## config.mk

```make
export PLATFORM = sky130hd
export DESIGN_NAME = irq_prio_resolver
export DESIGN_NICKNAME = d
export VERILOG_FILES = /design/src/rtl/irq_res_pkg.sv /design/src/rtl/irq_slot_bank.sv /design/src/rtl/irq_level_sel.sv /design/src/rtl/irq_ack_ctl.sv /design/src/rtl/irq_prio_resolver.sv
export SDC_FILE = /design/constraint.sdc
export NUM_CORES = 1
export LEC_CHECK = 0
export BUFFER_PORTS_ARGS = -buffer_cell sky130_fd_sc_hd__buf_4
export CAP_MARGIN = 20
export CORE_ASPECT_RATIO = 1.5
export CORE_MARGIN = 2
export CORE_UTILIZATION = 54
export CTS_CLUSTER_SIZE = 28
export DETAILED_ROUTE_END_ITERATION = 16
export HOLD_SLACK_MARGIN = 0.08
export PLACE_DENSITY = 0.72
export SYNTH_ARGS = -nofsm -noshare
export SYNTH_HDL_FRONTEND = slang
export SYNTH_HIERARCHICAL = 1
export SYNTH_SLANG_ARGS = --single-unit
```

## constraint.sdc

```tcl
create_clock -name clk -period 4.5 [get_ports clk]
set_clock_uncertainty 0.15 [all_clocks]
set_input_delay 0.225 -clock clk [delete_from_list [all_inputs] [get_ports clk]]
set_output_delay 0.225 -clock clk [all_outputs]
set_load 0.005 [all_outputs]
```

## src/rtl/irq_res_pkg.sv

```systemverilog
package irq_res_pkg;
  localparam int LVL_W   = 2;
  localparam int NUM_LVL = 1 << LVL_W;

  typedef logic [LVL_W-1:0] lvl_code_t;

  // Map a two-bit level code to the 3-bit priority it stands for.
  function automatic logic [2:0] lvl_num(input lvl_code_t c);
    return {1'b1, c};
  endfunction
endpackage

```

## src/rtl/irq_slot_bank.sv

```systemverilog
module irq_slot_bank
  import irq_res_pkg::*;
#(
  parameter int NUM_SLOTS = 8,
  parameter int VEC_W     = 16,
  parameter int SLOT_W    = $clog2(NUM_SLOTS)
) (
  input  logic                             clk,
  input  logic                             rst_n,
  input  logic                             post_en,
  input  logic [SLOT_W-1:0]                post_slot,
  input  lvl_code_t                        post_lvl,
  input  logic [VEC_W-1:0]                 post_vec,
  input  logic                             clr_en,
  input  logic [SLOT_W-1:0]                clr_slot,
  output logic [NUM_SLOTS-1:0]             pend,
  output logic [NUM_SLOTS-1:0][LVL_W-1:0]  lvl,
  output logic [NUM_SLOTS-1:0][VEC_W-1:0]  vec
);

  for (genvar s = 0; s < NUM_SLOTS; s++) begin : g_slot
    logic hit_post, hit_clr;
    assign hit_post = post_en && (post_slot == SLOT_W'(s));
    assign hit_clr  = clr_en  && (clr_slot  == SLOT_W'(s));

    always_ff @(posedge clk) begin
      if (!rst_n) begin
        pend[s] <= 1'b0;
        lvl[s]  <= '0;
        vec[s]  <= '0;
      end else if (hit_post) begin
        // A post outranks a retire of the same slot.
        pend[s] <= 1'b1;
        lvl[s]  <= post_lvl;
        vec[s]  <= post_vec;
      end else if (hit_clr) begin
        pend[s] <= 1'b0;
      end
    end
  end

  AST_POST_TAKES: assert property (@(posedge clk) disable iff (!rst_n)
    post_en |=> pend[$past(post_slot)] && (lvl[$past(post_slot)] == $past(post_lvl)))
    else $error("post did not land");

endmodule

```

## src/rtl/irq_level_sel.sv

```systemverilog
module irq_level_sel
  import irq_res_pkg::*;
#(
  parameter int NUM_SLOTS = 8,
  parameter int SLOT_W    = $clog2(NUM_SLOTS)
) (
  input  logic                             clk,
  input  logic                             rst_n,
  input  logic [NUM_SLOTS-1:0]             pend,
  input  logic [NUM_SLOTS-1:0][LVL_W-1:0]  lvl,
  output logic                             hit,
  output lvl_code_t                        top_code,
  output logic [SLOT_W-1:0]                win
);

  logic [NUM_LVL-1:0] lvl_any;
  logic               found;

  // Which levels have at least one pending slot.
  always_comb begin
    lvl_any = '0;
    for (int l = 0; l < NUM_LVL; l++)
      for (int s = 0; s < NUM_SLOTS; s++)
        if (pend[s] && (lvl[s] == LVL_W'(l))) lvl_any[l] = 1'b1;
  end

  // Level first: the last hit in an ascending scan is the highest level.
  always_comb begin
    hit      = |lvl_any;
    top_code = '0;
    for (int l = 0; l < NUM_LVL; l++)
      if (lvl_any[l]) top_code = LVL_W'(l);
  end

  // Then position: the lowest slot index at that level.
  always_comb begin
    win   = '0;
    found = 1'b0;
    for (int s = 0; s < NUM_SLOTS; s++)
      if (!found && pend[s] && (lvl[s] == top_code)) begin
        win   = SLOT_W'(s);
        found = 1'b1;
      end
  end

  AST_WIN_MATCH: assert property (@(posedge clk) disable iff (!rst_n)
    hit |-> pend[win] && (lvl[win] == top_code))
    else $error("winner not pending at top level");

  AST_HIT_ANY: assert property (@(posedge clk) disable iff (!rst_n)
    hit == (|pend))
    else $error("hit disagrees with pending set");

endmodule

```

## src/rtl/irq_ack_ctl.sv

```systemverilog
module irq_ack_ctl
  import irq_res_pkg::*;
#(
  parameter int NUM_SLOTS = 8,
  parameter int VEC_W     = 16,
  parameter int SLOT_W    = $clog2(NUM_SLOTS)
) (
  input  logic                             clk,
  input  logic                             rst_n,
  input  logic                             ack_valid,
  output logic                             ack_ready,
  output logic                             rsp_valid,
  input  logic                             rsp_ready,
  output logic [VEC_W-1:0]                 rsp_vec,
  output logic                             rsp_spur,
  input  logic                             hit,
  input  logic [SLOT_W-1:0]                win,
  input  logic [NUM_SLOTS-1:0][VEC_W-1:0]  vec,
  output logic                             clr_en,
  output logic [SLOT_W-1:0]                clr_slot
);

  logic accept;

  // Only one answer is held at a time.
  assign ack_ready = !rsp_valid;
  assign accept    = ack_valid && ack_ready;
  assign clr_en    = accept && hit;
  assign clr_slot  = win;

  always_ff @(posedge clk) begin
    if (!rst_n) begin
      rsp_valid <= 1'b0;
      rsp_vec   <= '0;
      rsp_spur  <= 1'b0;
    end else if (accept) begin
      rsp_valid <= 1'b1;
      rsp_vec   <= hit ? vec[win] : '0;
      rsp_spur  <= !hit;
    end else if (rsp_valid && rsp_ready) begin
      rsp_valid <= 1'b0;
    end
  end

  AST_RSP_HOLD: assert property (@(posedge clk) disable iff (!rst_n)
    (rsp_valid && !rsp_ready) |=> rsp_valid && $stable(rsp_vec) && $stable(rsp_spur))
    else $error("answer changed while waiting");

  AST_BUSY_BLOCKS: assert property (@(posedge clk) disable iff (!rst_n)
    rsp_valid |-> !ack_ready)
    else $error("acknowledge open while answer waits");

  AST_SPUR_ZERO: assert property (@(posedge clk) disable iff (!rst_n)
    (rsp_valid && rsp_spur) |-> (rsp_vec == '0))
    else $error("spurious answer with nonzero vector");

endmodule

```

## src/rtl/irq_prio_resolver.sv

```systemverilog
module irq_prio_resolver
  import irq_res_pkg::*;
#(
  parameter int NUM_SLOTS = 8,
  parameter int VEC_W     = 16,
  localparam int SLOT_W   = $clog2(NUM_SLOTS)
) (
  input  logic              clk,
  input  logic              rst_n,
  input  logic              post_en,
  input  logic [SLOT_W-1:0] post_slot,
  input  logic [1:0]        post_lvl,
  input  logic [VEC_W-1:0]  post_vec,
  input  logic [2:0]        cpu_pri,
  output logic              irq_out,
  output logic [2:0]        irq_lvl,
  input  logic              ack_valid,
  output logic              ack_ready,
  output logic              rsp_valid,
  input  logic              rsp_ready,
  output logic [VEC_W-1:0]  rsp_vec,
  output logic              rsp_spur
);

  logic [NUM_SLOTS-1:0]             pend;
  logic [NUM_SLOTS-1:0][LVL_W-1:0]  lvl;
  logic [NUM_SLOTS-1:0][VEC_W-1:0]  vec;
  logic                             hit;
  lvl_code_t                        top_code;
  logic [SLOT_W-1:0]                win;
  logic                             clr_en;
  logic [SLOT_W-1:0]                clr_slot;

  irq_slot_bank #(.NUM_SLOTS(NUM_SLOTS), .VEC_W(VEC_W), .SLOT_W(SLOT_W)) u_bank (
    .clk, .rst_n, .post_en, .post_slot, .post_lvl, .post_vec,
    .clr_en, .clr_slot, .pend, .lvl, .vec
  );

  irq_level_sel #(.NUM_SLOTS(NUM_SLOTS), .SLOT_W(SLOT_W)) u_sel (
    .clk, .rst_n, .pend, .lvl, .hit, .top_code, .win
  );

  irq_ack_ctl #(.NUM_SLOTS(NUM_SLOTS), .VEC_W(VEC_W), .SLOT_W(SLOT_W)) u_ack (
    .clk, .rst_n, .ack_valid, .ack_ready, .rsp_valid, .rsp_ready,
    .rsp_vec, .rsp_spur, .hit, .win, .vec, .clr_en, .clr_slot
  );

  assign irq_lvl = hit ? lvl_num(top_code) : 3'd0;
  assign irq_out = hit && (irq_lvl > cpu_pri);

  AST_WIN_RETIRED: assert property (@(posedge clk) disable iff (!rst_n)
    (clr_en && !(post_en && (post_slot == clr_slot))) |=> !pend[$past(clr_slot)])
    else $error("acknowledged slot still pending");

  AST_IRQ_NEEDS_PEND: assert property (@(posedge clk) disable iff (!rst_n)
    irq_out |-> (|pend))
    else $error("request raised with nothing pending");

endmodule

```

Word level (Yosys, flattened, before mapping):

Index checks and enable logic that the tools add are counted.

* flip-flop bits (word level): 170
* bits of input ports: 29
* output and inout port bits: 23
* word-level logic and storage cells: 242

* order comparisons: 2
* equality and inequality tests: 46
* mux-type cells: 71
* reductions and logical operators: 96

Operators with widths (number)
* $logic_and A1 B1 Y1: 67
* $mux W1: 59
* $bmux W16 S3: 1
* $eq A2 B2 Y1 const B: 16
* $mux W16: 2
* $eq A3 B3 Y1 const B: 8
* $reduce_bool A2 Y1: 9
* $eq A2 B1 Y1 const B: 8
* $eq A2 B2 Y1: 8
* $logic_not A2 Y1: 8
* $mux W3: 5
* $eq A3 B2 Y1 const B: 4
* $logic_not A1 Y1: 9
* $mux W2: 4
* $eq A3 B1 Y1 const B: 2
* $logic_not A3 Y1: 2
* $lt A3 B4 Y1 const B: 1
* $reduce_or A4 Y1: 1
* $gt A3 B3 Y1: 1

Longest topological paths before layout:

* depth in word-level cells: 48
* gate-level depth with buffers: 17
* mapped depth without buffers: 13

Modules after synthesis:

The synthesis kept the hierarchy.

Modules (own cells, without submodules)
* irq_slot_bank: instances 1, cells each 526, area an instance 5510.3 µm², seq. area each 3042.9 µm²
* irq_ack_ctl: instances 1, cells each 175, area an instance 1815.5 µm², seq. area each 360.3 µm²
* irq_level_sel: instances 1, cells each 101, area an instance 631.9 µm², seq. area each 0.0 µm²
* irq_prio_resolver: instances 1, cells each 14, area an instance 101.3 µm², seq. area each 0.0 µm²

Least setup slack after synthesis:

Ideal clock, no wire load.

* path type: flip-flop to flip-flop
* start point: register u_bank.pend[2]
* end point: register u_ack.rsp_vec[2]
* library setup time: 116 ps
* arrival: 3348 ps
* data required time: 4234 ps
* setup slack: 886 ps
* cell stages (with the launch flop): 15
* path buffers: 1
* period minus slack after synthesis: 3614 ps
* cell sequence: dfxtp_1 > and3_1 > a31o_1 > nor4_4 > and2b_1 > inv_2 > o311ai_2 > nor2_1 > a211o_1 > a2bb2oi_2 > buf_6 > mux4_1 > nor2b_1 > or3_1 > a21boi_1

* elaborated cells on any way between the ends: 79
* classes of those cells: 8 x eq/ne; 44 x mux; 27 x reduce/logical

RTL lines
* start, declared: line irq_slot_bank.sv:16 `output logic [NUM_SLOTS-1:0] pend,`
* start signal, assigned by index: line irq_slot_bank.sv:28 `pend[s] <= 1'b0;`
* start signal, assigned by index: line irq_slot_bank.sv:33 `pend[s] <= 1'b1;`
* start signal, assigned by index: line irq_slot_bank.sv:37 `pend[s] <= 1'b0;`
* $logic_and A1 B1 Y1: line irq_level_sel.sv:24 `if (pend[s] && (lvl[s] == LVL_W'(l))) lvl_any[l] = 1'b1;`
* $mux W1 (6 in series): line irq_level_sel.sv:24
* $mux W2: line irq_level_sel.sv:32 `if (lvl_any[l]) top_code = LVL_W'(l);`
* $mux W2 (*): line irq_level_sel.sv:32
* net top_code[1]: line irq_prio_resolver.sv:29 `lvl_code_t top_code;`
* $eq A2 B2 Y1: line irq_level_sel.sv:40 `if (!found && pend[s] && (lvl[s] == top_code)) begin`
* $logic_and A1 B1 Y1: line irq_level_sel.sv:40
* $mux W1: line irq_level_sel.sv:40
* [23 not listed]
* $mux W1: line irq_level_sel.sv:40
* $logic_not A1 Y1: line irq_level_sel.sv:40
* $logic_and A1 B1 Y1 (2 in series): line irq_level_sel.sv:40
* $mux W3 (*): line irq_level_sel.sv:40
* net win[0]: line irq_prio_resolver.sv:30 `logic [SLOT_W-1:0] win;`
* $bmux W16 S3 (*): line irq_ack_ctl.sv:38 `rsp_vec <= hit ? vec[win] : '0;`
* $mux W16 (implied by the code) (*): line irq_ack_ctl.sv:38
* $mux W16 (*): line irq_ack_ctl.sv:38
* end signal, assigned: line irq_ack_ctl.sv:38
* end, declared: line irq_ack_ctl.sv:14 `output logic [VEC_W-1:0] rsp_vec,`

The timed path passes the listed nets; every way through them passes the cells marked *. The select of a mux whose other input is x is not followed.
A chain may end at the register's enable or synchronous reset.

Worst setup path after layout:

* start point: register u_bank/lvl[6] (netlist name)
* end point: register u_ack.rsp_vec[5]

* word-level cells in the longest chain between the ends: 44
* elaborated cells on any way between the ends: 79
* classes of those cells: 11 x eq/ne; 40 x mux; 28 x reduce/logical

Ends and longest elaborated chain
* start, declared: line irq_slot_bank.sv:17 `output logic [NUM_SLOTS-1:0][LVL_W-1:0] lvl,`
* start signal, assigned by index: line irq_slot_bank.sv:34 `lvl[s] <= post_lvl;`
* $eq A2 B1 Y1: line irq_level_sel.sv:24
* $logic_and A1 B1 Y1: line irq_level_sel.sv:24
* $mux W1 (5 in series): line irq_level_sel.sv:24
* $mux W1: line irq_level_sel.sv:32
* $mux W2 (2 in series): line irq_level_sel.sv:32
* $eq A2 B2 Y1: line irq_level_sel.sv:40
* $logic_and A1 B1 Y1: line irq_level_sel.sv:40
* $mux W1: line irq_level_sel.sv:40
* [23 not listed]
* $mux W1: line irq_level_sel.sv:40
* $logic_not A1 Y1: line irq_level_sel.sv:40
* $logic_and A1 B1 Y1 (2 in series): line irq_level_sel.sv:40
* $mux W3 (*): line irq_level_sel.sv:40
* net win[0]: line irq_prio_resolver.sv:30
* $bmux W16 S3 (*): line irq_ack_ctl.sv:38
* $mux W16 (implied by the code) (*): line irq_ack_ctl.sv:38
* $mux W16 (*): line irq_ack_ctl.sv:38

Marks and branches as above.

==> out/summary.txt <==
=================================================================================================
Result of the run ..................................................................    completed
Deepest level of the CTS H-tree ....................................................            4
Synthesized netlist net count ......................................................          848
Startpoint types ...................................................................     register
Average wire per standard cell .....................................................      19.4 µm
Wire length of the first global-routing pass .......................................      32.3 mm
Worst supply voltage drop on vdd ...................................................   0.000309 V
Remaining antenna violation count ..................................................            0
Global-route total usage across every layer ........................................        0.258
Number of buffers inserted by post-CTS setup repair ................................            0
Yosys warns ........................................................................            6
Clock latency reported for the late side of the worst-skew pair ....................      0.43 ns
Crit-path max FO ...................................................................           56
Relative slew slack ................................................................        0.400
Total DRC errors in the routed layout ..............................................            0
HPWL Detailed ......................................................................      13.2 mm
Clock Root Buffer .................................................................. sky130_fd_sc_hd__clkbuf_16
Count of cells resized by post-cts repair ..........................................            0
Initial antenna violation count ....................................................            0
Data required time of the critical path ............................................      4.67 ns
Final Cycle Share ..................................................................        0.897
Count of pins on the block boundary ................................................           52
Number of nets in the final layout .................................................          884
Vias/cell ..........................................................................         5.75
Post-cts hold buffer count .........................................................            2
DRC marker count from the first detailed-route iteration ...........................          269
Slew at the pin closest to its max-slew limit ......................................     0.898 ns
Leakage power figure ...............................................................      4.27 nW
Via count ..........................................................................        6,100
Met2 demand-to-capacity share in global routing ....................................        0.482
Effective utilization at floorplan .................................................        0.552
Setup TNS Final ....................................................................         0 ns
Worst setup EP type ................................................................     register
Area of the mapped netlist .........................................................     8060 µm²
Share of cells above drive strength 1 ..............................................        0.142
Antenna cell count .................................................................            0
RD Place Congestion ................................................................        0.927
Floorplan die area .................................................................   15,900 µm²
Predominant post-synthesis flop cell ............................................... sky130_fd_sc_hd__dfxtp_1
Power density normalized to cell area ..............................................   375 nW/µm²
Chip width .........................................................................       104 µm
Fraction of registers with async set or reset after synthesis ......................            0
Number of buffers added by the clock tree synthesis step ...........................           17
Final critical delay including setup and external delays ...........................      4.04 ns
Kind of critical path ..............................................................      reg2reg
Clock slew at the register clock pins of the worst setup and hold paths ............      0.07 ns
Core Footprint .....................................................................   14,600 µm²
Setup repair after global routing missed its margin ................................           no
Mapped Avg Cell Area ...............................................................     9.88 µm²
Data arrival time at the worst-slack endpoint ......................................      4.20 ns
Max Fclk ...........................................................................      248 MHz
TritonCTS clock tree ...............................................................        built
# clock sinks ......................................................................          170
Min-delay worst type ...............................................................       in2reg
Overall die height .................................................................       154 µm
Max-Cap Viols ......................................................................            0
Bufs on Longest Clock Path .........................................................            2
Met1 Use GR ........................................................................        0.297
Maximum number of pins on one net before global-route repair .......................           83
Port buffer count ..................................................................           51
Number of distinct library cell variants in the gate-level netlist after synthesis .           59
Synth-to-Final Area Change .........................................................        13.2%
Count of state elements after synthesis ............................................          170
Number of optimization iterations in the first detailed-route pass .................            5
Sequential area share after synthesis ..............................................        0.422
Post-Syn Instances .................................................................          816
# rows .............................................................................           54
Core utilization of the finished layout ............................................        0.625
Final number of setup-violating endpoints ..........................................            0
Global-route track usage on met3 ...................................................       0.0428
Number of enable flip-flop cells after synthesis ...................................            0
Via count of the first global-routing pass .........................................        6,274
Total length of routed wires .......................................................      20.5 mm
Slew Limit Fails ...................................................................            0
Final Hold Violating Endpoints .....................................................            0
GRT Residual Overflow ..............................................................            0
Most Used Layer, Global Route ......................................................         met2
=================================================================================================
-- power breakdown --
| group | internal [mW] | leakage, nW | total, mW | switching (mW) |
|---|---|---|---|---|
| clock | 0.786 | 0.279 | 1.44 | 0.653 |
| combinational | 0.172 | 2.62 | 0.408 | 0.236 |
| sequential | 1.54 | 1.38 | 1.57 | 0.0280 |
| total | 2.50 | 4.27 | 3.42 | 0.916 |
-- worst max-delay path, cell delays in order (launching register included) --
cell and delay [ns]:
sky130_fd_sc_hd__dfxtp_1 0.45, sky130_fd_sc_hd__o22ai_1 0.14, sky130_fd_sc_hd__or4_1 0.55, sky130_fd_sc_hd__buf_4 0.19
sky130_fd_sc_hd__or4b_1 0.51, sky130_fd_sc_hd__o211ai_1 0.12, sky130_fd_sc_hd__nor2_1 0.15, sky130_fd_sc_hd__nand2_1 0.21
sky130_fd_sc_hd__a2bb2oi_4 0.19, sky130_fd_sc_hd__buf_12 0.32, sky130_fd_sc_hd__mux4_1 0.61, sky130_fd_sc_hd__nor2b_1 0.13
sky130_fd_sc_hd__or3_1 0.11, sky130_fd_sc_hd__a21boi_1 0.06
-- worst paths after layout --
| path | start | end | slack [ns] | cells past startpoint |
|---|---|---|---|---|
| max | u_bank/lvl[6]$_SDFFE_PN0P_ | u_ack/rsp_vec[5]$_SDFFE_PN0P_ | 0.46 | 13 |
| min | post_vec[2] | u_bank/vec[66]$_SDFFE_PN0P_ | 0.08 | 3 |
| max reg2reg | u_bank/lvl[6]$_SDFFE_PN0P_ | u_ack/rsp_vec[5]$_SDFFE_PN0P_ | 0.46 | 13 |
| min reg2reg | u_ack/rsp_vec[6]$_SDFFE_PN0P_ | u_ack/rsp_vec[6]$_SDFFE_PN0P_ | 0.30 | 2 |
-- cells in the mapped netlist (4+ instances only) --
master / count / area share
sky130_fd_sc_hd__nor2b_1: 18 / 0.014
sky130_fd_sc_hd__or3_1: 16 / 0.012
sky130_fd_sc_hd__mux2i_1: 144 / 0.18
sky130_fd_sc_hd__nor3b_1: 4 / 0.0037
sky130_fd_sc_hd__buf_12: 4 / 0.0099
sky130_fd_sc_hd__nor2_1: 9 / 0.0042
sky130_fd_sc_hd__o22ai_1: 28 / 0.022
sky130_fd_sc_hd__buf_6: 6 / 0.0084
sky130_fd_sc_hd__buf_2: 17 / 0.011
sky130_fd_sc_hd__inv_1: 11 / 0.0051
sky130_fd_sc_hd__buf_1: 7 / 0.0033
sky130_fd_sc_hd__nand2_1: 210 / 0.098
sky130_fd_sc_hd__mux2_1: 29 / 0.041
sky130_fd_sc_hd__nor3_1: 4 / 0.0025
sky130_fd_sc_hd__nand3_1: 5 / 0.0031
sky130_fd_sc_hd__dfxtp_1: 170 / 0.42
sky130_fd_sc_hd__mux4_1: 6 / 0.020
sky130_fd_sc_hd__a21boi_1: 17 / 0.016
sky130_fd_sc_hd__a21oi_1: 5 / 0.0031
sky130_fd_sc_hd__nand3b_1: 7 / 0.0065
sky130_fd_sc_hd__o21ai_0: 5 / 0.0031
sky130_fd_sc_hd__buf_4: 5 / 0.0047
sky130_fd_sc_hd__clkbuf_1: 15 / 0.0070
sky130_fd_sc_hd__mux4_2: 10 / 0.028
sky130_fd_sc_hd__xnor2_1: 4 / 0.0043
-- cell type report --
| type | count | area (µm²) |
|---|---|---|
| Clock inverter | 14 | 149 |
| Fill cell | 1275 | 5470 |
| Multi-Input combinational cell | 579 | 4270 |
| Timing Repair Buffer | 72 | 583 |
| Inverter | 12 | 45.0 |
| Tap cell | 196 | 245 |
| Sequential cell | 170 | 3400 |
| Clock buffer | 18 | 429 |
-- placed cells by master (no fill, tap or decap), types with 4 or more instances in the layout --
cell and instances:
sky130_fd_sc_hd__o22ai_1 28, sky130_fd_sc_hd__o21ai_0 5, sky130_fd_sc_hd__inv_6 6, sky130_fd_sc_hd__clkbuf_16 17, sky130_fd_sc_hd__mux2i_1 144, sky130_fd_sc_hd__nand3b_1 7, sky130_fd_sc_hd__mux2_1 29, sky130_fd_sc_hd__mux4_1 6
sky130_fd_sc_hd__nand2_1 210, sky130_fd_sc_hd__nor2_1 9, sky130_fd_sc_hd__nand3_1 5, sky130_fd_sc_hd__a21boi_1 16, sky130_fd_sc_hd__nor2b_1 18, sky130_fd_sc_hd__dfxtp_1 170, sky130_fd_sc_hd__buf_4 67, sky130_fd_sc_hd__mux4_2 10
sky130_fd_sc_hd__a21oi_1 5, sky130_fd_sc_hd__nor3b_1 4, sky130_fd_sc_hd__xnor2_1 4, sky130_fd_sc_hd__nor3_1 4, sky130_fd_sc_hd__or3_1 16, sky130_fd_sc_hd__inv_1 11
-- sequential cells by signal (all words and copies together) (netlist names) --
register,cells
u_ack/rsp_spur,1
u_ack/rsp_valid,1
u_ack/rsp_vec,16
u_bank/lvl,16
u_bank/pend,8
u_bank/vec,128
-- per-layer routing --
metal,share of wire,vias to the layer above,wire [µm]
met5,0,-,0
met2,0.54,131,11100
li1,-,2937,-
met1,0.41,3003,8320
met3,0.032,29,649
met4,0.022,0,460
-- cell families after synthesis --
kind of cell	count (synthesis)	synth area share
and+or+nand+nor	307	0.182
muxes	192	0.272
DFF	170	0.422
AOI/OAI and AO/OA	71	0.0623
buffers and inverters	67	0.0503
xor gates and xnor gates	6	0.00652
adders and majority gates	3	0.00466
-- per-stage QoR --
| step | setup WS, ns | total power, mW | hold WS (ns) | std cells | area, µm² |
|---|---|---|---|---|---|
| 5_1_grt | 0.315 | 3.53 | 0.116 | 1061 | 9120 |
| 4_1_cts | 0.463 | 3.43 | 0.0821 | 1061 | 9120 |
| 3_5_place_dp | 0.477 | 2.01 | 0.292 | 1027 | 8520 |
| 3_3_place_gp | 0.573 | 2.00 | 0.287 | 1027 | 8520 |
| 2_1_floorplan | 0.886 | 1.89 | 0.213 | 816 | 8060 |
| 6_report | 0.462 | 3.42 | 0.0757 | 1061 | 9120 |
Note: power is estimated with default switching activity, not from simulation.
